## config.mk

```make
export PLATFORM = sky130hd
export DESIGN_NAME = adc_host
export DESIGN_NICKNAME = d
export VERILOG_FILES = /design/src/rtl/adc_host_pkg.sv /design/src/rtl/adc_host_timer.sv /design/src/rtl/adc_host_tx.sv /design/src/rtl/adc_host_rx.sv /design/src/rtl/adc_host.sv
export SDC_FILE = /design/constraint.sdc
export NUM_CORES = 1
export LEC_CHECK = 0
export ABC_AREA = 1
export CAP_MARGIN = 20
export CORE_ASPECT_RATIO = 1.25
export CORE_MARGIN = 10
export CORE_UTILIZATION = 30
export CTS_CLUSTER_DIAMETER = 40
export DETAILED_ROUTE_END_ITERATION = 7
export PLACE_DENSITY = 0.53
export SLEW_MARGIN = 20
export SYNTH_ARGS = -nofsm -noshare
export SYNTH_HDL_FRONTEND = slang
export SYNTH_HIERARCHICAL = 1
export SYNTH_SLANG_ARGS = --single-unit
```

## constraint.sdc

```tcl
create_clock -name clk -period 3.2 [get_ports clk]
set_input_delay 0.64 -clock clk [delete_from_list [all_inputs] [get_ports clk]]
set_output_delay 0.64 -clock clk [all_outputs]
set_load 0.005 [all_outputs]
```

## src/rtl/adc_host_pkg.sv

```systemverilog
package adc_host_pkg;
  localparam int CMD_W      = 3;  // input selection plus bit-order flag
  localparam int NULL_BITS  = 1;  // discarded bit before the result
  localparam int LEAD_NOCMD = 1;  // pulses before output enable, no-command variant

  typedef enum logic [2:0] {
    ST_IDLE,
    ST_SETUP,
    ST_HIGH,
    ST_LOW,
    ST_GAP
  } xfer_st_t;
endpackage

```

## src/rtl/adc_host_timer.sv

```systemverilog
module adc_host_timer #(
  parameter int TW = 4
) (
  input  logic          clk,
  input  logic          rst_n,
  input  logic          load,
  input  logic [TW-1:0] load_val,
  output logic          expired
);
  logic [TW-1:0] cnt;

  always_ff @(posedge clk or negedge rst_n) begin
    if (!rst_n)              cnt <= '0;
    else if (load)           cnt <= load_val;
    else if (cnt != '0)      cnt <= cnt - 1'b1;
  end

  assign expired = (cnt == '0);

  // the count never rises except on a load
  assert_tmr_down_R3: assert property (@(posedge clk) disable iff (!rst_n)
    (!$past(load) && $past(rst_n)) |-> (cnt <= $past(cnt)));
endmodule

```

## src/rtl/adc_host_tx.sv

```systemverilog
module adc_host_tx #(
  parameter int WW = 4
) (
  input  logic          clk,
  input  logic          rst_n,
  input  logic          load,
  input  logic [WW-1:0] word,
  input  logic          shift,
  output logic          mosi
);
  logic [WW-1:0] sh;

  always_ff @(posedge clk or negedge rst_n) begin
    if (!rst_n)      sh <= '0;
    else if (load)   sh <= word;
    else if (shift)  sh <= {sh[WW-2:0], 1'b0};
  end

  assign mosi = sh[WW-1];

  // serial output moves only on a load or a shift
  assert_tx_hold_R4: assert property (@(posedge clk) disable iff (!rst_n)
    (!load && !shift) |=> $stable(mosi));
endmodule

```

## src/rtl/adc_host_rx.sv

```systemverilog
module adc_host_rx #(
  parameter int RES_W = 12
) (
  input  logic             clk,
  input  logic             rst_n,
  input  logic             clear,
  input  logic             take_msb,
  input  logic             take_lsb,
  input  logic             bit_in,
  output logic [RES_W-1:0] word,
  output logic             mirror_bad
);
  logic [RES_W-2:0] mir;

  always_ff @(posedge clk or negedge rst_n) begin
    if (!rst_n) begin
      word <= '0;
      mir  <= '0;
    end else if (clear) begin
      word <= '0;
      mir  <= '0;
    end else begin
      if (take_msb) word <= {word[RES_W-2:0], bit_in};
      if (take_lsb) mir  <= {bit_in, mir[RES_W-2:1]};
    end
  end

  // after the reversed tail, mir[0] holds B1 and mir[top] holds B11
  assign mirror_bad = (mir != word[RES_W-1:1]);

  assert_rx_excl_R8: assert property (@(posedge clk) disable iff (!rst_n)
    !(take_msb && take_lsb));
endmodule

```

## src/rtl/adc_host.sv

```systemverilog
module adc_host
  import adc_host_pkg::*;
#(
  parameter int RES_W    = 12,
  parameter int HALF_CYC = 2,
  parameter int CS_GAP   = 3
) (
  input  logic             clk,
  input  logic             rst_n,
  input  logic             req_valid,
  output logic             req_ready,
  input  logic             req_single,
  input  logic             req_odd,
  input  logic             req_msb_first,
  input  logic             req_nocmd,
  output logic             adc_csn,
  output logic             adc_sclk,
  output logic             adc_mosi,
  input  logic             adc_miso,
  output logic             res_valid,
  output logic [RES_W-1:0] res_data,
  output logic             res_mismatch
);
  localparam int FIRST_CMD = 1 + CMD_W + NULL_BITS + 1;
  localparam int FIRST_NC  = LEAD_NOCMD + NULL_BITS + 1;
  localparam int MAXP      = FIRST_CMD + 2 * RES_W;
  localparam int PW        = $clog2(MAXP + 1);
  localparam int TMAX      = (HALF_CYC > CS_GAP) ? HALF_CYC : CS_GAP;
  localparam int TW        = $clog2(TMAX + 1);
  localparam int WW        = CMD_W + 1;

  xfer_st_t        st;
  logic [PW-1:0]   pcnt, first_q, total_q, knext;
  logic [PW-1:0]   first_sel, total_sel;
  logic            msbf_q, csn_q, sclk_q, valid_q, mism_q;
  logic            accept, expired, done, rise_ev, fall_ev;
  logic            tload, take_msb, take_lsb, mirror_bad;
  logic [TW-1:0]   tval;
  logic [WW-1:0]   cmd_word;

  assign accept    = (st == ST_IDLE) && req_valid;
  assign knext     = pcnt + 1'b1;
  assign done      = (pcnt == total_q);
  assign rise_ev   = expired && ((st == ST_SETUP) || (st == ST_LOW && !done));
  assign fall_ev   = expired && (st == ST_HIGH);
  assign first_sel = req_nocmd ? PW'(FIRST_NC) : PW'(FIRST_CMD);
  assign total_sel = first_sel + PW'(RES_W - 1) + (req_msb_first ? '0 : PW'(RES_W - 1));
  assign cmd_word  = req_nocmd ? '0 : {1'b1, req_single, req_odd, req_msb_first};

  // timer reloads on acceptance and on every phase end
  assign tload = accept || (expired && (st == ST_SETUP || st == ST_HIGH || st == ST_LOW));
  assign tval  = (st == ST_LOW && done) ? TW'(CS_GAP - 1) : TW'(HALF_CYC - 1);

  // result capture windows by pulse number
  assign take_msb = rise_ev && (knext >= first_q) && (knext < first_q + PW'(RES_W));
  assign take_lsb = rise_ev && !msbf_q && (knext >= first_q + PW'(RES_W))
                    && (knext < first_q + PW'(2 * RES_W - 1));

  adc_host_timer #(.TW(TW)) u_timer (
    .clk(clk), .rst_n(rst_n), .load(tload), .load_val(tval), .expired(expired)
  );

  adc_host_tx #(.WW(WW)) u_tx (
    .clk(clk), .rst_n(rst_n), .load(accept), .word(cmd_word),
    .shift(fall_ev), .mosi(adc_mosi)
  );

  adc_host_rx #(.RES_W(RES_W)) u_rx (
    .clk(clk), .rst_n(rst_n), .clear(accept), .take_msb(take_msb),
    .take_lsb(take_lsb), .bit_in(adc_miso), .word(res_data),
    .mirror_bad(mirror_bad)
  );

  always_ff @(posedge clk or negedge rst_n) begin
    if (!rst_n) begin
      st      <= ST_IDLE;
      pcnt    <= '0;
      first_q <= '0;
      total_q <= '0;
      msbf_q  <= 1'b1;
      csn_q   <= 1'b1;
      sclk_q  <= 1'b0;
      valid_q <= 1'b0;
      mism_q  <= 1'b0;
    end else begin
      valid_q <= 1'b0;
      mism_q  <= 1'b0;
      unique case (st)
        ST_IDLE: if (req_valid) begin
          st      <= ST_SETUP;
          csn_q   <= 1'b0;
          pcnt    <= '0;
          first_q <= first_sel;
          total_q <= total_sel;
          msbf_q  <= req_msb_first;
        end
        ST_SETUP: if (expired) begin
          st     <= ST_HIGH;
          sclk_q <= 1'b1;
          pcnt   <= knext;
        end
        ST_HIGH: if (expired) begin
          st     <= ST_LOW;
          sclk_q <= 1'b0;
        end
        ST_LOW: if (expired) begin
          if (done) begin
            st      <= ST_GAP;
            csn_q   <= 1'b1;
            valid_q <= 1'b1;
            mism_q  <= !msbf_q && mirror_bad;
          end else begin
            st     <= ST_HIGH;
            sclk_q <= 1'b1;
            pcnt   <= knext;
          end
        end
        ST_GAP: if (expired) st <= ST_IDLE;
        default: st <= ST_IDLE;
      endcase
    end
  end

  assign req_ready    = (st == ST_IDLE);
  assign adc_csn      = csn_q;
  assign adc_sclk     = sclk_q;
  assign res_valid    = valid_q;
  assign res_mismatch = mism_q;

  assert_sclk_parked_R3: assert property (@(posedge clk) disable iff (!rst_n)
    adc_csn |-> !adc_sclk);

  assert_ready_only_idle_R2: assert property (@(posedge clk) disable iff (!rst_n)
    req_ready |-> adc_csn);

  assert_take_starts_frame_R2: assert property (@(posedge clk) disable iff (!rst_n)
    (req_valid && req_ready) |=> $fell(adc_csn));

  assert_mosi_steady_high_R4: assert property (@(posedge clk) disable iff (!rst_n)
    (adc_sclk && $past(adc_sclk)) |-> $stable(adc_mosi));

  assert_valid_pulse_R9: assert property (@(posedge clk) disable iff (!rst_n)
    res_valid |=> !res_valid);

  assert_valid_at_cs_rise_R9: assert property (@(posedge clk) disable iff (!rst_n)
    res_valid |-> ($rose(adc_csn) && !req_ready));

  assert_mismatch_qual_R8: assert property (@(posedge clk) disable iff (!rst_n)
    res_mismatch |-> res_valid);

  assert_cs_gap_R10: assert property (@(posedge clk) disable iff (!rst_n)
    $rose(adc_csn) |=> (adc_csn && !adc_sclk));
endmodule

```

==> summary.md, run 1 <==
| Metric | Value |
|---|---|
| Max IR drop VDD | `0.000266 V` |
| Xor/xnor share of the synthesized area | `2.74%` |
| Antenna viol nets, final | `0` |
| Final Cell Area | `3440 sq um` |
| Clock sinks | `50` |
| Post-DP HPWL | `5100 um` |
| Adder-cell share of the synthesized area | `6.97%` |
| Routed via count | `2367` |
| Slew Limit Fails | `0` |
| Avg Cell Area, Syn | `7.83 sq um` |
| Share of the clock period used by the worst path | `79.3%` |
| Total GRT Usage | `10.1%` |
| Fin. Hold Viols | `0` |
| Row count | `39` |
| CP endpoint kind | `register` |
| Compound-cell area share of the yosys netlist | `8.79%` |
| Synthesized area | `2870 sq um` |
| Critical Path Fanout Max | `10` |
| Final core occ | `37.1%` |
| Element type at the critical path start | `register` |
| TritonCTS buffer count | `5` |
| Synth unique cells | `32` |
| I/O pin total | `26` |
| Number of global-route vias before repair | `2410` |
| Drt pass-1 iters | `4` |
| Area leader, netlist | `dfrtp_1` |
| Worst Skew | `0.00708 ns` |
| Filler cells | `990` |
| Routed wire length | `6550 um` |
| Seq/Total Area, Yosys | `43.6%` |
| Max-cap violations | `0` |
| Die area | `13900 sq um` |
| Outcome | `finished, final reports clean` |
| Yosys warns | `6` |
| Worst-Margin Slew | `0.681 ns` |
| Worst-Skew Late Latency | `0.29 ns` |
| Initial antenna violation count | `0` |
| Die Ht | `129 um` |
| Largest family of logic cells by synthesized area | `simple AND/OR/NAND/NOR gates` |
| Fmax | `394 MHz` |
| Residual DRC count | `0` |
| CTS Buffer Depth | `2` |
| Initial Util | `31.0%` |
| Routed WL per cell | `12.5 um` |
| Port-buffer cells | `25` |
| CTS-repair resized insts | `0` |
| Die W | `108 um` |
| Syn_nets | `391` |
| Final Wtd Congestion | `0.864` |
| DRT iter0 DRCs | `162` |
| Layout area overhead | `19.6%` |
| Leakage | `1.71 nW` |
| GR Overflow Total | `0` |
| DP Area | `3260 sq um` |
| Via/cell ratio | `4.53` |
| Post-synth top area share | `41.8%` |
| Kind of critical path | `reg2reg` |
| Flops & latches, synth | `50` |
| Post-Syn Instances | `367` |
| Diodes inserted | `0` |
| Final Critical Period | `2.54 ns` |
| Setup_tns | `0 ns` |
| Crit path DAT | `2.75 ns` |
| First-pass GRT wire length | `11400 um` |
| Min-Delay Path Class | `in2async` |
| P per Cell Area | `796 nW/um^2` |
| Nets | `423` |
| Largest net degree at the start of global routing | `30` |
| CTS Hold Bufs | `0` |
| Largest cells by area after synthesis | `dfrtp_1 (42%), nand2_1 (14%), ha_1 (7.0%)` |
| Post-CTS Setup Bufs | `0` |
| H-tree depth | `2` |
| Final setup viols | `0` |
| CTS clk-pin slew, worst paths | `0.07 ns` |
| Unrepaired setup endpoints after global routing | `false` |
| Core footprint | `9270 sq um` |
| Layout cells sized above 1 | `10.3%` |
| Post-synthesis mux area share | `0%` |
| Slew headroom | `54.6%` |
| Crit path required time | `3.42 ns` |
| Root Driver | `clkbuf_16` |
| Post-Synth Simple-Gate Area | `29.2%` |
| CTS tree | `yes` |
-- stage by stage --
stage	hold slack [ns]	std cells	total power, W	worst slack [ns]
3_5_place_dp	0.459	515	0.00215	0.676
3_3_place_gp	0.455	515	0.00212	0.706
4_1_cts	0.413	523	0.00278	0.664
2_1_floorplan	0.344	367	0.00178	0.889
5_1_grt	0.437	523	0.00300	0.396
6_report	0.386	523	0.00274	0.663
-- sequential cells by signal, summed over array words and instances (netlist names) --
register	count
res_mismatch	1
msbf_q	1
u_timer/cnt	2
res_valid	1
first_q	3
st	3
u_tx/sh	4
u_rx/word	12
pcnt	5
u_rx/mir	11
adc_sclk	1
adc_csn	1
total_q	5
-- placed cells by master, fill, tap and decap left out, types with 5 or more instances in the layout --
cell,n
xnor2_1,5
o21ai_1,21
nand2_1,106
nand3_1,36
inv_1,47
o21ai_0,10
buf_4,5
nor2_1,26
nand2_2,6
dfrtp_1,48
clkdlybuf4s50_1,24
clkbuf_16,5
inv_2,7
ha_1,16
-- logic make-up (layout without fill, tap and decap cells) --
kind of cell / Yosys count / after routing
AND/OR/NAND/NOR: 188 / 188
buffers and inverters: 59 / 92
flip-flops: 50 / 50
AO/OA/AOI/OAI: 45 / 45
adder cells (fa/ha/maj): 16 / 16
XOR/XNOR: 9 / 9
-- report_power, final --
group          internal (W)  switching (W)  total, W
combinational      0.000440       0.000751   0.00119
sequential         0.000788       0.000140  0.000928
clock              0.000391       0.000228  0.000619
total               0.00162        0.00112   0.00274
-- path summary, 6_finish.rpt --
check	start	slack, ns	end	cells after the start
setup / recovery	pcnt[0]	0.66	u_rx/word[5]	13
setup reg to reg	pcnt[0]	0.66	u_rx/word[5]	13
hold / removal	rst_n	0.39	u_timer/cnt[0]	1
max in group asynchronous	rst_n	2.11	adc_csn	2
min in group clk	adc_csn	0.46	adc_csn	2
hold reg to reg	adc_csn	0.46	adc_csn	2
-- area by class of cell --
| type | count | area (sq um) | share of cell area (%) |
|---|---|---|---|
| repair buffers | 30 | 283 | 8.23 |
| inverters | 54 | 203 | 5.90 |
| well taps | 123 | 154 | 4.48 |
| flip-flops and latches | 50 | 1250 | 36.5 |
| multi-input cells | 258 | 1370 | 39.9 |
| clock buffers | 7 | 143 | 4.15 |
| clock inverters | 1 | 30.0 | 0.874 |
-- worst max-delay path: stages, from the launching register on --
cell	delay [ns]
dfrtp_1	0.46
ha_1	0.26
nand3_1	0.10
xor2_1	0.18
inv_1	0.10
ha_1	0.30
a21oi_1	0.19
o31ai_1	0.10
inv_1	0.06
nand2_1	0.05
nor2_1	0.25
buf_4	0.23
nand3_1	0.08
o21ai_1	0.10
-- cell usage after synthesis --
cell type,number
xnor2_1,5
buf_2,1
o31ai_1,3
nor3_1,1
a21oi_1,4
xor2_1,4
nand2_1,106
nand3_2,1
o21ai_2,2
buf_4,1
o21bai_1,2
nor2_4,3
inv_2,7
o21ai_1,21
nor3_2,1
nor2_2,3
dfstp_2,2
a22oi_1,1
inv_1,47
o21a_1,1
nand3b_1,1
o21ai_0,10
a21o_1,1
dfrtp_1,48
nand4_2,1
buf_6,3
nand4_1,1
nand2_4,2
nand3_1,36
nor2_1,26
ha_1,16
nand2_2,6
-- routing by layer --
layer  part of all wire, %  up-vias  wire length [um]  GRT usage (%)
met5                     0        -                 0              0
met4                   3.6        0               236           5.43
met3                   4.6       12               303           2.58
met2                    49       44              3200           17.1
met1                    43     1088              2800           11.3
li1                      -     1223                 -              -
Power figures use the tool's default switching activity.
==> inputs of run 2 (changes only) <==
==> constraint.sdc (replaced) <==
create_clock -name clk -period 2.5 [get_ports clk]
set_input_delay 0.5 -clock clk [delete_from_list [all_inputs] [get_ports clk]]
set_output_delay 0.5 -clock clk [all_outputs]
set_load 0.005 [all_outputs]
==> run 2 against run 1 <==
Compared with the run above:
- fmax up 7.3%
- final cell count increased by 2.5%
- non-clock buffer count rose by 13
- final area increased by 4.6%
- critical path depth grew 1
==> summary.md, run 2 (same netlist as run 1, synthesis figures left out) <==
| Metric | Value |
|---|---|
| Share of the clock period used by the worst path | `94.5% (+15 points)` |
| Fmax | `423 MHz (+7.3%)` |
| Via/cell ratio | `4.53 (about the same)` |
| Element type at the critical path start | `register` |
| Min-Delay Path Class | `in2async` |
| Met2 Use GR | `16.9% (-0.21 points)` |
| Antenna viol nets, final | `0 (unchanged)` |
| Final WS setup | `0.137 ns (-0.526 ns)` |
| Max IR drop VDD | `0.000317 V (+19%)` |
| CTS Buffer Depth | `2 (unchanged)` |
| Final Cell Area | `3600 sq um (+4.6%)` |
| Grt met3 use | `1.93% (-0.64 points)` |
| Largest net degree at the start of global routing | `30 (unchanged)` |
| I/O pin total | `26 (unchanged)` |
| Core footprint | `9270 sq um (unchanged)` |
| Max-cap violations | `0 (unchanged)` |
| Die area | `13900 sq um (unchanged)` |
| CP max stage delay | `0.43 ns (-0.03 ns)` |
| Die W | `108 um (unchanged)` |
| Biggest regs | `u_rx/word x12, u_rx/mir x11` |
| Crit path launch | `pcnt[0]` |
| Final Critical Period | `2.36 ns (-0.174 ns)` |
| Worst-Skew Late Latency | `0.29 ns (about the same)` |
| CTS tree | `yes` |
| Slew Limit Fails | `0 (unchanged)` |
| Final Wtd Congestion | `0.848 (-1.9%)` |
| Row count | `39 (unchanged)` |
| Routed wire length | `6630 um (+1.2%)` |
| Root Driver | `clkbuf_16` |
| Kind of critical path | `reg2reg` |
| Crit path DAT | `2.58 ns (-0.17 ns)` |
| Port-buffer cells | `25 (unchanged)` |
| Worst reg2reg path startpoint | `pcnt[0]` |
| GR Overflow Total | `0 (unchanged)` |
| Layout cells sized above 1 | `16.5% (+6.2 points)` |
| Slew headroom | `56.4% (+1.8 points)` |
| Clock sinks | `50 (unchanged)` |
| Register area | `1250 sq um (unchanged)` |
| Post-DP HPWL | `5090 um (-0.14%)` |
| H-tree depth | `2 (unchanged)` |
| DRT iter0 DRCs | `128 (-21%)` |
| Filler cells | `964 (-2.6%)` |
| Commonest non-fill, non-tap cells in the layout | `nand2_1 (106), dfrtp_1 (48), inv_1 (45)` |
| Worst-Margin Slew | `0.653 ns (-0.0276 ns)` |
| Outcome | `finished, final reports clean` |
| Nets | `436 (+3.1%)` |
| Most flop-heavy register | `u_rx/word` |
| Total GRT Usage | `9.76% (-0.33 points)` |
| Met1 Use GR | `11.8% (+0.47 points)` |
| Routed via count | `2426 (+2.5%)` |
| CTS Hold Bufs | `0 (unchanged)` |
| Initial Util | `31.0% (unchanged)` |
| First-pass GRT wire length | `11300 um (-0.98%)` |
| Die Ht | `129 um (unchanged)` |
| Routed WL per cell | `12.4 um (-1.2%)` |
| Layout area overhead | `25.1%` |
| CP endpoint kind | `register` |
| Drt pass-1 iters | `6 (+2)` |
| Final setup viols | `0 (unchanged)` |
| Residual DRC count | `0 (unchanged)` |
| Cell breakdown of the critical path | `buf_4, nand3_2, xor2_2, ha_1, a21o_1, a21oi_2, buf_4, a21oi_2, nand2_1, nor2_2, buf_6, buf_4, buf_4, o21ai_1` |
| CP max-delay cell | `dfrtp_1` |
| Worst Skew | `0.00859 ns (+0.00152 ns)` |
| Diodes inserted | `0 (unchanged)` |
| Most frequent cell on the critical path | `buf_4` |
| Max FFs per register | `12 (unchanged)` |
| Initial antenna violation count | `0 (unchanged)` |
| Crit path required time | `2.72 ns (-0.70 ns)` |
| Leakage | `1.76 nW (+3.2%)` |
| DP Area | `3300 sq um (+1.1%)` |
| TritonCTS buffer count | `5 (unchanged)` |
| Commonest non-fill, non-tap cell in the layout | `nand2_1` |
| GRT busiest layer | `met2` |
| P per Cell Area | `981 nW/um^2 (+23%)` |
| Pre-CTS setup slack | `0.0654 ns (-0.611 ns)` |
| Fin. Hold Viols | `0 (unchanged)` |
| CTS clk-pin slew, worst paths | `0.07 ns (about the same)` |
| Critical Path Fanout Max | `5 (-5)` |
| Multi-input gate area | `1440 sq um (+4.9%)` |
| Number of global-route vias before repair | `2335 (-3.1%)` |
==> run 2: worst paths after layout <==
path                            slack [ns]             to  depth (start not counted)
worst max register to register        0.14    u_rx/mir[7]                         14
min in group clk                      0.47        adc_csn                          2
max in group asynchronous             1.57        adc_csn                          2
worst max-delay path                  0.14    u_rx/mir[7]                         14
worst min register to register        0.47        adc_csn                          2
worst min-delay path                  0.23  u_rx/word[11]                          1
==> run 2: per-stage QoR <==
| step | util (%) | hold slack [ns] | total power [W] | setup TNS [ns] | instances |
|---|---|---|---|---|---|
| floorplan | - | 0.204 | 0.00228 | 0 | 367 |
| global placement | 35.6 | 0.456 | 0.00275 | 0 | 520 |
| detailed placement | 35.6 | 0.463 | 0.00276 | 0 | 520 |
| CTS | 37.3 | 0.264 | 0.00348 | 0 | 528 |
| global route | 38.8 | 0.286 | 0.00387 | -0.00900 | 536 |
| finish | 38.8 | 0.235 | 0.00353 | 0 | 536 |
==> run 2: worst max-delay path: cells and delay by family, from the launching register on <==
kind,cells,cell delay (ns)
xor gates and xnor gates,1,0.17
adders and majority gates,1,0.29
AOI/OAI and AO/OA,4,0.52
and+or+nand+nor,3,0.21
DFF,1,0.43
buffers and inverters,5,0.65
==> run 2: what timing repair did <==
action / 4_1_cts / 5_1_grt
setup buffers: 0 / 8
endpoints found under the setup margin: 0 / 23
resized for setup: 0 / 19
==> run 2: where the power goes <==
group | switching (W) | internal [W] | leakage, nW
logic | 0.000988 | 0.000648 | 1.04
clock network | 0.000302 | 0.000402 | 0.0735
registers | 0.000179 | 0.00101 | 0.656
==> run 2: metal layers <==
| metal | share of wire (%) | up-vias |
|---|---|---|
| li1 | - | 1253 |
| met1 | 43 | 1138 |
| met2 | 52 | 30 |
| met3 | 3.8 | 5 |
| met4 | 1.2 | 0 |
| met5 | 0 | - |
==> run 2: area by class of cell <==
type	instances	area share, %
clock buffers	6	3.86
well taps	123	4.28
inverters	54	5.64
multi-input cells	258	40.0
repair buffers	43	10.9
flip-flops and latches	50	34.9
clock inverters	2	0.452
